## src/rtl/qsl_pkg.sv

```systemverilog
package qsl_pkg;
  localparam int unsigned LANES_DEF  = 4;
  localparam int unsigned STAGES_DEF = 8;
endpackage

```

## src/rtl/qsl_lane.sv

```systemverilog
// One serial lane: bidirectional shift register with cascade tap.
module qsl_lane #(
  parameter int unsigned STAGES = 8
) (
  input  logic              clk,
  input  logic              rst,
  input  logic              fwd,
  input  logic              din,
  output logic [STAGES-1:0] q,
  output logic [STAGES-1:0] q_next,
  output logic              cascade
);
  always_comb begin
    if (fwd) q_next = {q[STAGES-2:0], din};
    else     q_next = {din, q[STAGES-1:1]};
  end

  always_ff @(posedge clk) begin
    if (rst) q <= '0;
    else     q <= q_next;
  end

  assign cascade = fwd ? q[STAGES-1] : q[0];
endmodule

```

## src/rtl/qsl_hold.sv

```systemverilog
// Level-controlled hold register standing in for a transparent latch.
module qsl_hold #(
  parameter int unsigned W = 32
) (
  input  logic         clk,
  input  logic         rst,
  input  logic         en,
  input  logic [W-1:0] d,
  output logic [W-1:0] q
);
  always_ff @(posedge clk) begin
    if (rst)     q <= '0;
    else if (en) q <= d;
  end
endmodule

```

## src/rtl/qsl_gate.sv

```systemverilog
// Output gating (chip select > lane blank > polarity) and output register.
module qsl_gate #(
  parameter int unsigned LANES  = 4,
  parameter int unsigned STAGES = 8
) (
  input  logic                      clk,
  input  logic                      rst,
  input  logic                      chip_en,
  input  logic                      pol_true,
  input  logic [LANES-1:0]          lane_en,
  input  logic [LANES*STAGES-1:0]   held,
  output logic [LANES*STAGES-1:0]   drv
);
  localparam int unsigned NBITS = LANES * STAGES;

  logic [NBITS-1:0] gated;

  for (genvar s = 0; s < STAGES; s++) begin : g_stage
    for (genvar l = 0; l < LANES; l++) begin : g_lane
      logic pre;
      assign pre = lane_en[l] & held[l*STAGES + s];
      assign gated[s*LANES + l] = !chip_en ? ~pol_true
                                           : (pol_true ? pre : ~pre);
    end
  end

  always_ff @(posedge clk) begin
    if (rst) drv <= '0;
    else     drv <= gated;
  end
endmodule

```

## src/rtl/qsl_driver.sv

```systemverilog
module qsl_driver
  import qsl_pkg::*;
#(
  parameter int unsigned LANES  = LANES_DEF,
  parameter int unsigned STAGES = STAGES_DEF
) (
  input  logic                    clk,
  input  logic                    rst,
  input  logic [LANES-1:0]        sdin,
  input  logic                    shift_fwd,
  input  logic                    load_en,
  input  logic                    chip_en,
  input  logic                    pol_true,
  input  logic [LANES-1:0]        lane_en,
  output logic [LANES*STAGES-1:0] drv_out,
  output logic [LANES-1:0]        sdout
);
  localparam int unsigned NBITS = LANES * STAGES;

  // Lane-major internal layout: bit l*STAGES + s is stage s+1 of lane l.
  logic [NBITS-1:0] sr_flat;
  logic [NBITS-1:0] sr_next;
  logic [NBITS-1:0] latch_flat;

  for (genvar l = 0; l < LANES; l++) begin : g_lane
    qsl_lane #(.STAGES(STAGES)) u_lane (
      .clk     (clk),
      .rst     (rst),
      .fwd     (shift_fwd),
      .din     (sdin[l]),
      .q       (sr_flat[l*STAGES +: STAGES]),
      .q_next  (sr_next[l*STAGES +: STAGES]),
      .cascade (sdout[l])
    );
  end

  qsl_hold #(.W(NBITS)) u_hold (
    .clk (clk),
    .rst (rst),
    .en  (load_en),
    .d   (sr_next),
    .q   (latch_flat)
  );

  qsl_gate #(.LANES(LANES), .STAGES(STAGES)) u_gate (
    .clk      (clk),
    .rst      (rst),
    .chip_en  (chip_en),
    .pol_true (pol_true),
    .lane_en  (lane_en),
    .held     (latch_flat),
    .drv      (drv_out)
  );
endmodule

```

## config.mk

```make
export PLATFORM = sky130hd
export DESIGN_NAME = qsl_driver
export DESIGN_NICKNAME = d
export VERILOG_FILES = /design/src/rtl/qsl_pkg.sv /design/src/rtl/qsl_lane.sv /design/src/rtl/qsl_hold.sv /design/src/rtl/qsl_gate.sv /design/src/rtl/qsl_driver.sv
export SDC_FILE = /design/constraint.sdc
export NUM_CORES = 1
export LEC_CHECK = 0
export ABC_AREA = 0
export ABC_CLOCK_PERIOD_IN_PS = 980
export CAP_MARGIN = 20
export CORE_UTILIZATION = 40
export CTS_BUF_LIST = sky130_fd_sc_hd__clkbuf_4 sky130_fd_sc_hd__clkbuf_8 sky130_fd_sc_hd__clkbuf_16
export DETAILED_ROUTE_END_ITERATION = 10
export DONT_BUFFER_PORTS = 1
export PLACE_DENSITY = 0.63
export SYNTH_ARGS = -nofsm -noshare
export SYNTH_HDL_FRONTEND = slang
export SYNTH_SLANG_ARGS = --single-unit
```

## constraint.sdc

```tcl
create_clock -name clk -period 0.98 [get_ports clk]
set_clock_uncertainty 0.1 [all_clocks]
set_input_delay 0.098 -clock clk [delete_from_list [all_inputs] [get_ports clk]]
set_output_delay 0.098 -clock clk [all_outputs]
set_load 0.01 [all_outputs]
```

* Word-level counts from Yosys, hierarchy flattened *
Index checks and enable logic that the tools add are counted.
W data, S select, Z words.

storage, ports and cells
  bits in registers = 96
  bits of input ports = 14
  output and inout port bits = 36
  logic and storage cells = 143

operators by class
  mux-type cells = 72
  bitwise logic cells = 65

operator list
  cell           count
  $mux W1        68
  $not A1 Y1     33
  $and A1 B1 Y1  32
  $mux W8        4

* Logic depth before layout (Yosys ltp) *
Gate-level depths: netlist of the first run.

  depth in word-level cells = 4
  depth in mapped cells = 4

* Modules after synthesis *
From an unflattened synthesis of the first run, not the netlist that was laid out.

second synthesis, totals
  cells, all modules = 319
  area, all modules = 3799.9 um2

modules (own cells, without submodules)
  module    instances  cells each  area each (um2)  seq. area each (um2)
  qsl_lane  4          26          352.8            160.2
  qsl_gate  1          112         1224.9           640.6
  qsl_hold  1          103         1163.6           640.6

* Worst setup path before layout of the first run *
Ideal clock, no wire load.

  path type = input to output
  from = input port shift_fwd
  to = output port sdout[0]
  data arrival time = 0.840 ns
  data required time = 0.782 ns
  slack = -0.058 ns
  stages on the path = 4
  cell sequence = buf_6 buf_12 mux2_2 buf_4

on the way
  word-level cells in the longest chain between the ends = 1

RTL lines
  what         line              text
  from (decl)  qsl_driver.sv:10  input logic shift_fwd,
  $mux W1      qsl_lane.sv:23    assign cascade = fwd ? q[STAGES-1] : q[0];
  to (decl)    qsl_driver.sv:16  output logic [LANES-1:0] sdout

Every way passes these cells.

* Worst setup path after layout of the first run *
  from = register g_lane[3].u_lane.q[0]
  to = output port sdout[3]

on the way
  word-level cells in the longest chain between the ends = 1

RTL lines
  what                    line            text
  from (decl)             qsl_lane.sv:9   output logic [STAGES-1:0] q,
  from (signal assigned)  qsl_lane.sv:20  else q <= q_next;
  $mux W1                 qsl_lane.sv:23

Every way passes these cells.

==> flow_summary.ini, run 1 <==
[floorplanning]
row_count = 33
fp.dieW_microns = 95.3
start_util_pct = 41.9
core-area_sq_um = 8300
ios = 50
die_area_sq_um = 9080
die_h_microns = 95.3

[logic_synthesis]
ys_warn_count = 0
synth-seq-cells = 96
synth_area_leaders = dfxtp_1 55%, mux2i_1 18%, a211oi_1 6.9%, nor2_1 6.9%, nand3_1 4.6%
synthAdderAreaFrac_pct = 0
synth_area_sq_um = 3480
muxShareOfSynthArea_pct = 19.7
synth_top_family_by_area = multiplexers
synth.avg_cell_area_sq_um = 10.5
syn_inst = 330
synth_top_area_share_pct = 55.2
synthXorXnorAreaFrac_pct = 0
yosys.area_share.simple_pct = 11.9
seq_area_frac_synth_pct = 55.2
yosys.area.top_type = dfxtp_1
syn_nets = 344
synthDistinctLibCells = 14
synth_compound_area_share_pct = 6.90

[sta]
slew_viol_final = 0
whs_ns = -0.280
setup_ws_ns = -0.188
worst_slew_pin_slew_ns = 0.325
fin_crit_ns = 1.17
rsz0062_at_grt = true
hold_violations = 96
setup_viol = 4
period_share_pct = 119
relSlewSlack_pct = 77.7
timing.fmax_mhz = 856

[global_route]
grt_util_all_layers_pct = 14.6
grt_max_degree = 67
grt_antenna_before_repair = 0
grt_pass1_vias = 1854
grt_pass1_wl_microns = 9900
grt_overflow = 0

[clock_tree]
cts_sinks = 96
cts_made_buffers = 9
h-tree-depth = 3
cts_hold_buf = 4
cts-root-buf = clkbuf_8
cts_tree = done
clk_path_buf_depth = 2
clk_latency_ns = 0.34
clk_pin_slew_ns = 0.09

[route]
drtPass1Iterations = 5
ant_nets = 0
routed_wl_microns = 6300
via_per_inst = 5.06
drc = 0
drt_first_iter_violations = 170
vias = 2140
wl_per_cell_microns = 14.9

[flow_run]
cap_viol_max_count = 0

[cells_and_area]
n_antenna_cell = 0
final_cell_mix = 93 x dfxtp_1, 64 x nor2_1, 62 x mux2i_1
syn_to_final_growth_pct = 6.11
nets = 327
layout_commonest_cell = dfxtp_1
finalNonFillerCells = 423
drive_above_1_share_pct = 9.12

[setup_path]
crit_family = flip-flops
cp_slowest_stage_delay_ns = 0.34
crit_required_ns = 0.78
path_buf_inv = 0
critPathMaxFanout = 2
crit_arrival_ns = 0.97
cp-start-kind = flop
critPathSlowestCell = dfxtp_2
cp_cell_sequence = mux2_4
end_kind = output pin
setup.worst_path.class = flop to output pin

[place]
gp_congestion = 0.710
dp_hpwl_microns = 4070
dp.cells = 401
portBuffers = 0
post-place-ws_ns = 0.0636

[power]
peakVddDrop_v = 0.000639
p_leak_nw = 1.64
power.density_nw_per_um2 = 1840

[outcome]
violations = hold timing, setup timing
outcome = complete, but fails checks

[min_path]
hp-class = input pin to flop
[path summary, 6_finish.rpt]
check / startpoint / endpoint / slack [ns] / cells after the start
setup / recovery: g_lane[3].u_lane.q[0]$_SDFF_PP0_ / sdout[3] / -0.19 / 1
hold / removal: rst / g_lane[1].u_lane.q[0]$_SDFF_PP0_ / -0.28 / 1
setup reg to reg: g_lane[3].u_lane.q[0]$_SDFF_PP0_ / u_hold.q[25]$_SDFFE_PP0P_ / 0.04 / 3
hold reg to reg: u_hold.q[8]$_SDFFE_PP0P_ / u_hold.q[8]$_SDFFE_PP0P_ / 0.39 / 2
[synthesized netlist by cell type]
library cell / n
nand2b_1: 1
clkbuf_1: 12
buf_1: 5
buf_4: 4
mux2_2: 4
buf_2: 11
a211oi_1: 32
mux2i_1: 64
dfxtp_1: 96
buf_12: 3
nand3_1: 32
buf_6: 1
nor2_1: 64
or2_1: 1
[cells by family after synthesis]
group | Yosys count
AOI/OAI and AO/OA | 32
buffers and inverters | 36
DFF | 96
muxes | 68
and+or+nand+nor | 98
[repair_timing]
item | in CTS | in global routing
setup endpoints to repair | 4 | 21
gates resized for setup | 6 | 7
buffers inserted | 2 | 0
cloned | 0 | 0
pin swaps | 0 | 1
endpoints found under the hold margin | 96 | 96
[power breakdown]
group | internal, mW | switching, mW | total [mW]
Combinational | 0.196 | 0.169 | 0.365
Sequential | 4.08 | 0.123 | 4.20
Clock | 0.917 | 1.33 | 2.24
Total | 5.19 | 1.62 | 6.81
[routing by layer]
metal / wire length, microns / track usage (%) / vias up
met2: 2350 / 16.0 / 58
met4: 72 / 7.58 / 0
met5: 0 / 0 / -
met1: 3430 / 23.3 / 975
met3: 455 / 4.86 / 5
li1: - / - / 1102
[stage by stage]
step / hold WS [ns] / util [%] / power, mW / instance area, sq um / setup TNS [ns]
after global placement: 0.0805 / 41.4 / 4.61 / 3430 / 0
after floorplan: 0.162 / - / 4.71 / 3500 / -0.0497
after CTS: -0.299 / 44.3 / 6.87 / 3670 / -0.796
after global routing: -0.310 / 44.5 / 7.07 / 3690 / -0.877
final: -0.280 / 44.5 / 6.81 / 3690 / -0.714
after detailed placement: 0.0832 / 41.4 / 4.61 / 3430 / 0
[state kept, by name, indices dropped and copies added (netlist names)]
register,count
u_hold.q,32
u_gate.drv,32
g_lane.u_lane.q,32
[final cells by class]
class / instances / area (sq um)
Fill cell: 783 / 4610
Tap cell: 105 / 131
Clock inverter: 7 / 46.3
Clock buffer: 9 / 124
Sequential cell: 96 / 1930
Multi-Input combinational cell: 198 / 1360
Timing Repair Buffer: 8 / 105
Note: power is estimated with default switching activity, not from simulation.
==> inputs of run 2 (changes only) <==
--- a/config.mk
+++ b/config.mk
@@ -8,11 +8,11 @@
 export ABC_AREA = 0
 export ABC_CLOCK_PERIOD_IN_PS = 980
 export CAP_MARGIN = 20
-export CORE_UTILIZATION = 40
+export CORE_UTILIZATION = 30
 export CTS_BUF_LIST = sky130_fd_sc_hd__clkbuf_4 sky130_fd_sc_hd__clkbuf_8 sky130_fd_sc_hd__clkbuf_16
 export DETAILED_ROUTE_END_ITERATION = 10
 export DONT_BUFFER_PORTS = 1
-export PLACE_DENSITY = 0.63
+export PLACE_DENSITY = 0.52
 export SYNTH_ARGS = -nofsm -noshare
 export SYNTH_HDL_FRONTEND = slang
 export SYNTH_SLANG_ARGS = --single-unit
==> run 2 against run 1 <==
The flow still finishes with violations (hold timing, setup timing). Via count shrank 2.1%. Total power grew 26%. Sequential power about the same. Flip-flop and latch count stayed put. Wire length rose by 2.4%. Die area up 33%. Sequential share of layout area is 3.4 points lower. Worst setup slack improved by 0.029 ns. Fmax is 2.5% higher. First-iteration DRC count fell by 22%. Count of clock-buffer cells in the layout up 2. Largest cell class unchanged.
==> flow_summary.ini, run 2 (same netlist as run 1, synthesis figures left out) <==
[clock_tree]
clk_path_buf_depth = 2
clk_latency_ns = 0.33
cts_hold_buf = 4
cts_made_buffers = 9
h-tree-depth = 3
clk_pin_slew_ns = 0.06
cts_tree = done
cts_sinks = 96
cts-root-buf = clkbuf_16

[outcome]
violations = hold timing, setup timing
outcome = complete, but fails checks

[route]
routed_wl_microns = 6460
via_per_inst = 4.56
wl_per_cell_microns = 14.1
drtPass1Iterations = 4
drt_first_iter_violations = 132
ant_nets = 0
vias = 2095
drc = 0

[power]
peakVddDrop_v = 0.00108
power.density_nw_per_um2 = 2170
power_frac_comb_pct = 4.3
pwr-share-seq_pct = 49.1
switching_share_pct = 19.7
fin_total_pwr_mw = 8.57
clkPwrFrac_pct = 46.5
power.switching_mw = 1.69
p_int_mw = 6.87
p_leak_nw = 1.73

[sta]
setup_ws_ns = -0.160
timing.fmax_mhz = 877
fin_crit_ns = 1.14
worst_slew_pin_slew_ns = 0.283
relSlewSlack_pct = 80.6
period_share_pct = 116
setup_viol = 4
rsz0062_at_grt = true
hold_violations = 96
slew_viol_final = 0
whs_ns = -0.259

[global_route]
grt_util_all_layers_pct = 11.8
grt_max_degree = 67
grt_antenna_before_repair = 0
grt_pass1_wl_microns = 10600
grt_pass1_vias = 2022
grt_overflow = 0

[floorplanning]
ios = 50
row_count = 38
die_h_microns = 110
core-area_sq_um = 11100
die_area_sq_um = 12000
start_util_pct = 31.4
fp.dieW_microns = 110

[place]
placed_cell_area_sq_um = 3480
dp_hpwl_microns = 4210
dp.cells = 436
gp_congestion = 0.654
post-place-ws_ns = 0.0496
portBuffers = 0

[setup_path]
end_kind = output pin
path_buf_inv = 0
cp_cell_sequence = mux2_4
cp_slowest_stage_delay_ns = 0.32
crit_cells = 1
critPathMaxFanout = 2
worstRegToRegCells = 3
crit_required_ns = 0.78
cp-start-kind = flop
crit_family = flip-flops
crit_arrival_ns = 0.94
setup.worst_path.class = flop to output pin
critPathSlowestCell = dfxtp_2

[cells_and_area]
largestRegisters = g_lane.u_lane.q x32, u_gate.drv x32, u_hold.q x32
syn_to_final_growth_pct = 13.5
n_antenna_cell = 0
nets = 328
layout_commonest_cell = dfxtp_1
final_cell_mix = 93 x dfxtp_1, 64 x nor2_1, 59 x mux2i_1
drive_above_1_share_pct = 10.7
final_cell_area_sq_um = 3950
fin_util_pct = 35.7
fillers = 1093
finalNonFillerCells = 459

[min_path]
min_path_cells = 1
hp-class = input pin to flop

[flow_run]
cap_viol_max_count = 0
-- run 2: final timing paths --
path	from	endpoint	slack [ns]
setup / recovery	g_lane[3].u_lane.q[0]$_SDFF_PP0_	sdout[3]	-0.16
hold / removal	rst	g_lane[3].u_lane.q[0]$_SDFF_PP0_	-0.26
setup reg to reg	g_lane[2].u_lane.q[0]$_SDFF_PP0_	u_hold.q[17]$_SDFFE_PP0P_	0.04
hold reg to reg	u_hold.q[12]$_SDFFE_PP0P_	u_hold.q[12]$_SDFFE_PP0P_	0.38
-- run 2: per-stage QoR --
| step | TNS, ns | hold WS, ns |
|---|---|---|
| 6_report | -0.619 | -0.259 |
| 5_1_grt | -0.742 | -0.280 |
| 4_1_cts | -0.679 | -0.278 |
| 3_5_place_dp | 0 | 0.0844 |
| 3_3_place_gp | 0 | 0.0820 |
| 2_1_floorplan | -0.0497 | 0.162 |
-- run 2: metal layers --
metal	up-vias	GRT usage (%)	part of all wire (%)
met5	-	0	0
met4	0	7.43	2.4
met3	10	4.09	6.4
met2	42	14.1	36
met1	936	17.3	55
li1	1107	-	-
-- run 2: area by class of cell --
| type | instances | area [sq um] | area share (%) |
|---|---|---|---|
| well taps | 140 | 175 | 4.43 |
| multi-input cells | 198 | 1390 | 35.1 |
| flip-flops and latches | 96 | 1930 | 48.7 |
| clock inverters | 5 | 104 | 2.63 |
| repair buffers | 9 | 113 | 2.85 |
| clock buffers | 11 | 246 | 6.24 |
-- run 2: repair_timing --
item	4_1_cts	5_1_grt
resized for setup	7	11
setup buffers	3	0
setup endpoints to repair	4	36
endpoints found under the hold margin	96	96
-- run 2: power groups by stage --
stage | clock [mW] | combinational (mW) | sequential (mW)
5_1_grt | 4.22 | 0.417 | 4.23
6_report | 3.99 | 0.371 | 4.21
2_1_floorplan | 0 | 0.447 | 4.27
3_3_place_gp | 0 | 0.317 | 4.30
4_1_cts | 4.08 | 0.367 | 4.21
3_5_place_dp | 0 | 0.322 | 4.29
-- run 2: worst reg2reg max path, stage by stage, from the launching register on --
cell and delay, ns:
dfxtp_2 0.31, buf_4 0.12, mux2i_2 0.19, a211oi_1 0.10
==> inputs of run 3 (changes only) <==
--- a/config.mk
+++ b/config.mk
@@ -12,7 +12,6 @@
 export CTS_BUF_LIST = sky130_fd_sc_hd__clkbuf_4 sky130_fd_sc_hd__clkbuf_8 sky130_fd_sc_hd__clkbuf_16
 export DETAILED_ROUTE_END_ITERATION = 10
 export DONT_BUFFER_PORTS = 1
-export PLACE_DENSITY = 0.52
 export SYNTH_ARGS = -nofsm -noshare
 export SYNTH_HDL_FRONTEND = slang
 export SYNTH_SLANG_ARGS = --single-unit
==> run 3 against run 2 <==
The run still ends with hold timing, setup timing left. Worst setup slack worse by 0.0093 ns. Clock power down 5%. Register-to-register slack about the same. Hold slack worse by 0.010 ns. Critical path depth unchanged. Non-clock buffer count down 1. Global-route usage down 0.19 points. Sequential power about the same. Via count up 3.2%. Die area unchanged. Final cell count down 0.22%. Critical path type unchanged. Highest routed layer unchanged.
==> flow_summary.ini, run 3 (same netlist as run 1, synthesis figures left out) <==
[setup_path]
crit_arrival_ns = 0.95
r2r-start = g_lane[3].u_lane.q[7]$_SDFF_PP0_
cp_cell_sequence = mux2_4
setup.worst_path.class = flop to output pin
r2r_slack_ns = 0.03
crit_family = flip-flops
crit_required_ns = 0.78
critPathMaxFanout = 2
timing.rr.end = u_hold.q[30]$_SDFFE_PP0P_
critPathSlowestCell = dfxtp_2
cp_slowest_stage_delay_ns = 0.32
path_buf_inv = 0
worstRegToRegCells = 3
cp-start-kind = flop
end_kind = output pin

[sta]
worst_slew_pin_slew_ns = 0.285
hold_violations = 96
timing.fmax_mhz = 870
whs_ns = -0.270
fin_crit_ns = 1.15
setup_ws_ns = -0.169
slew_viol_final = 0
setup_viol = 4
relSlewSlack_pct = 80.4
period_share_pct = 117
rsz0062_at_grt = true

[clock_tree]
clk_latency_ns = 0.33
clk_pin_slew_ns = 0.06
cts_made_buffers = 9
clk_path_buf_depth = 2
cts-root-buf = clkbuf_16
cts_tree = done
cts_sinks = 96
h-tree-depth = 3
cts_hold_buf = 4

[min_path]
hp-start = rst
min_path_cells = 1
hold_path_end = u_hold.q[26]$_SDFFE_PP0P_
hp-class = input pin to flop

[cells_and_area]
syn_to_final_growth_pct = 11.7
finalNonFillerCells = 458
nets = 327
largestRegisters = g_lane.u_lane.q x32, u_gate.drv x32, u_hold.q x32
drive_above_1_share_pct = 8.81
n_antenna_cell = 0
layout_commonest_cell = dfxtp_1
final_cell_mix = 93 x dfxtp_1, 64 x nor2_1, 63 x mux2i_1
final_cell_area_sq_um = 3890

[route]
via_per_inst = 4.72
routed_wl_microns = 6470
ant_nets = 0
drc = 0
vias = 2161
drtPass1Iterations = 4
drt_first_iter_violations = 122
wl_per_cell_microns = 14.1

[global_route]
grt_pass1_vias = 1986
grt_pass1_wl_microns = 10400
grt_max_degree = 67
grt_util_all_layers_pct = 11.6
grt_antenna_before_repair = 0
grt_overflow = 0

[place]
placed_cell_area_sq_um = 3470
portBuffers = 0
post-place-ws_ns = 0.0693
dp_hpwl_microns = 4300
dp.cells = 437
gp_congestion = 0.714

[floorplanning]
die_area_sq_um = 12000
die_h_microns = 110
row_count = 38
ios = 50
fp.dieW_microns = 110
core-area_sq_um = 11100
start_util_pct = 31.4

[power]
p_leak_nw = 1.72
peakVddDrop_v = 0.00117
power.density_nw_per_um2 = 2150

[flow_run]
cap_viol_max_count = 0

[outcome]
outcome = complete, but fails checks
violations = hold timing, setup timing
## run 3: cell type report
cell class / instances / area (sq um)
multi-input cells: 198 / 1360
repair buffers: 8 / 92.6
flip-flops and latches: 96 / 1930
clock buffers: 12 / 260
well taps: 140 / 175
fillers: 1068 / 7190
clock inverters: 4 / 76.3
## run 3: worst register-to-register path: stages, from the launching register on
cell and delay [ns]:
dfxtp_2 0.32, buf_4 0.13, mux2i_2 0.18, a211oi_1 0.10
## run 3: worst max path at each step
stage / cells after the start / slack [ns] / end / start
floorplan: 4 / -0.01 / sdout[0] / shift_fwd
global placement: 3 / 0.06 / u_gate.drv[0]$_SDFF_PP0_ / pol_true
detailed placement: 2 / 0.07 / u_hold.q[29]$_SDFFE_PP0P_ / g_lane[3].u_lane.q[4]$_SDFF_PP0_
CTS: 1 / -0.18 / sdout[1] / g_lane[1].u_lane.q[0]$_SDFF_PP0_
global route: 1 / -0.21 / sdout[1] / g_lane[1].u_lane.q[0]$_SDFF_PP0_
finish: 1 / -0.17 / sdout[1] / g_lane[1].u_lane.q[0]$_SDFF_PP0_
## run 3: metal layers
metal	routed length (microns)	share of wire (%)	GRT usage (%)
met4	142	2.2	6.29
met1	3230	50	15.6
met2	2590	40	15.1
met5	0	0	0
met3	510	7.9	5.33
## run 3: report_power, final
group | switching [mW] | internal, mW | leakage, nW | total [mW]
Combinational | 0.169 | 0.188 | 0.766 | 0.357
Sequential | 0.123 | 4.08 | 0.791 | 4.21
Clock | 1.39 | 2.41 | 0.162 | 3.80
## run 3: repair_timing
item                       in CTS  in global routing
hold endpoints to repair       96                 96
setup endpoints to repair       4                 36
setup buffers                   1                  0
gates cloned                    0                  0
pin swaps                       0                  1
gates resized for setup         5                  7
## run 3: through the flow
stage	hold slack (ns)	setup TNS, ns	util [%]	power (mW)
after floorplan	0.162	-0.0497	-	4.71
after global placement	0.0754	0	31.3	4.60
after detailed placement	0.0781	0	31.3	4.61
after CTS	-0.286	-0.767	34.9	8.46
after global routing	-0.288	-0.783	35.1	8.69
final	-0.270	-0.639	35.1	8.36
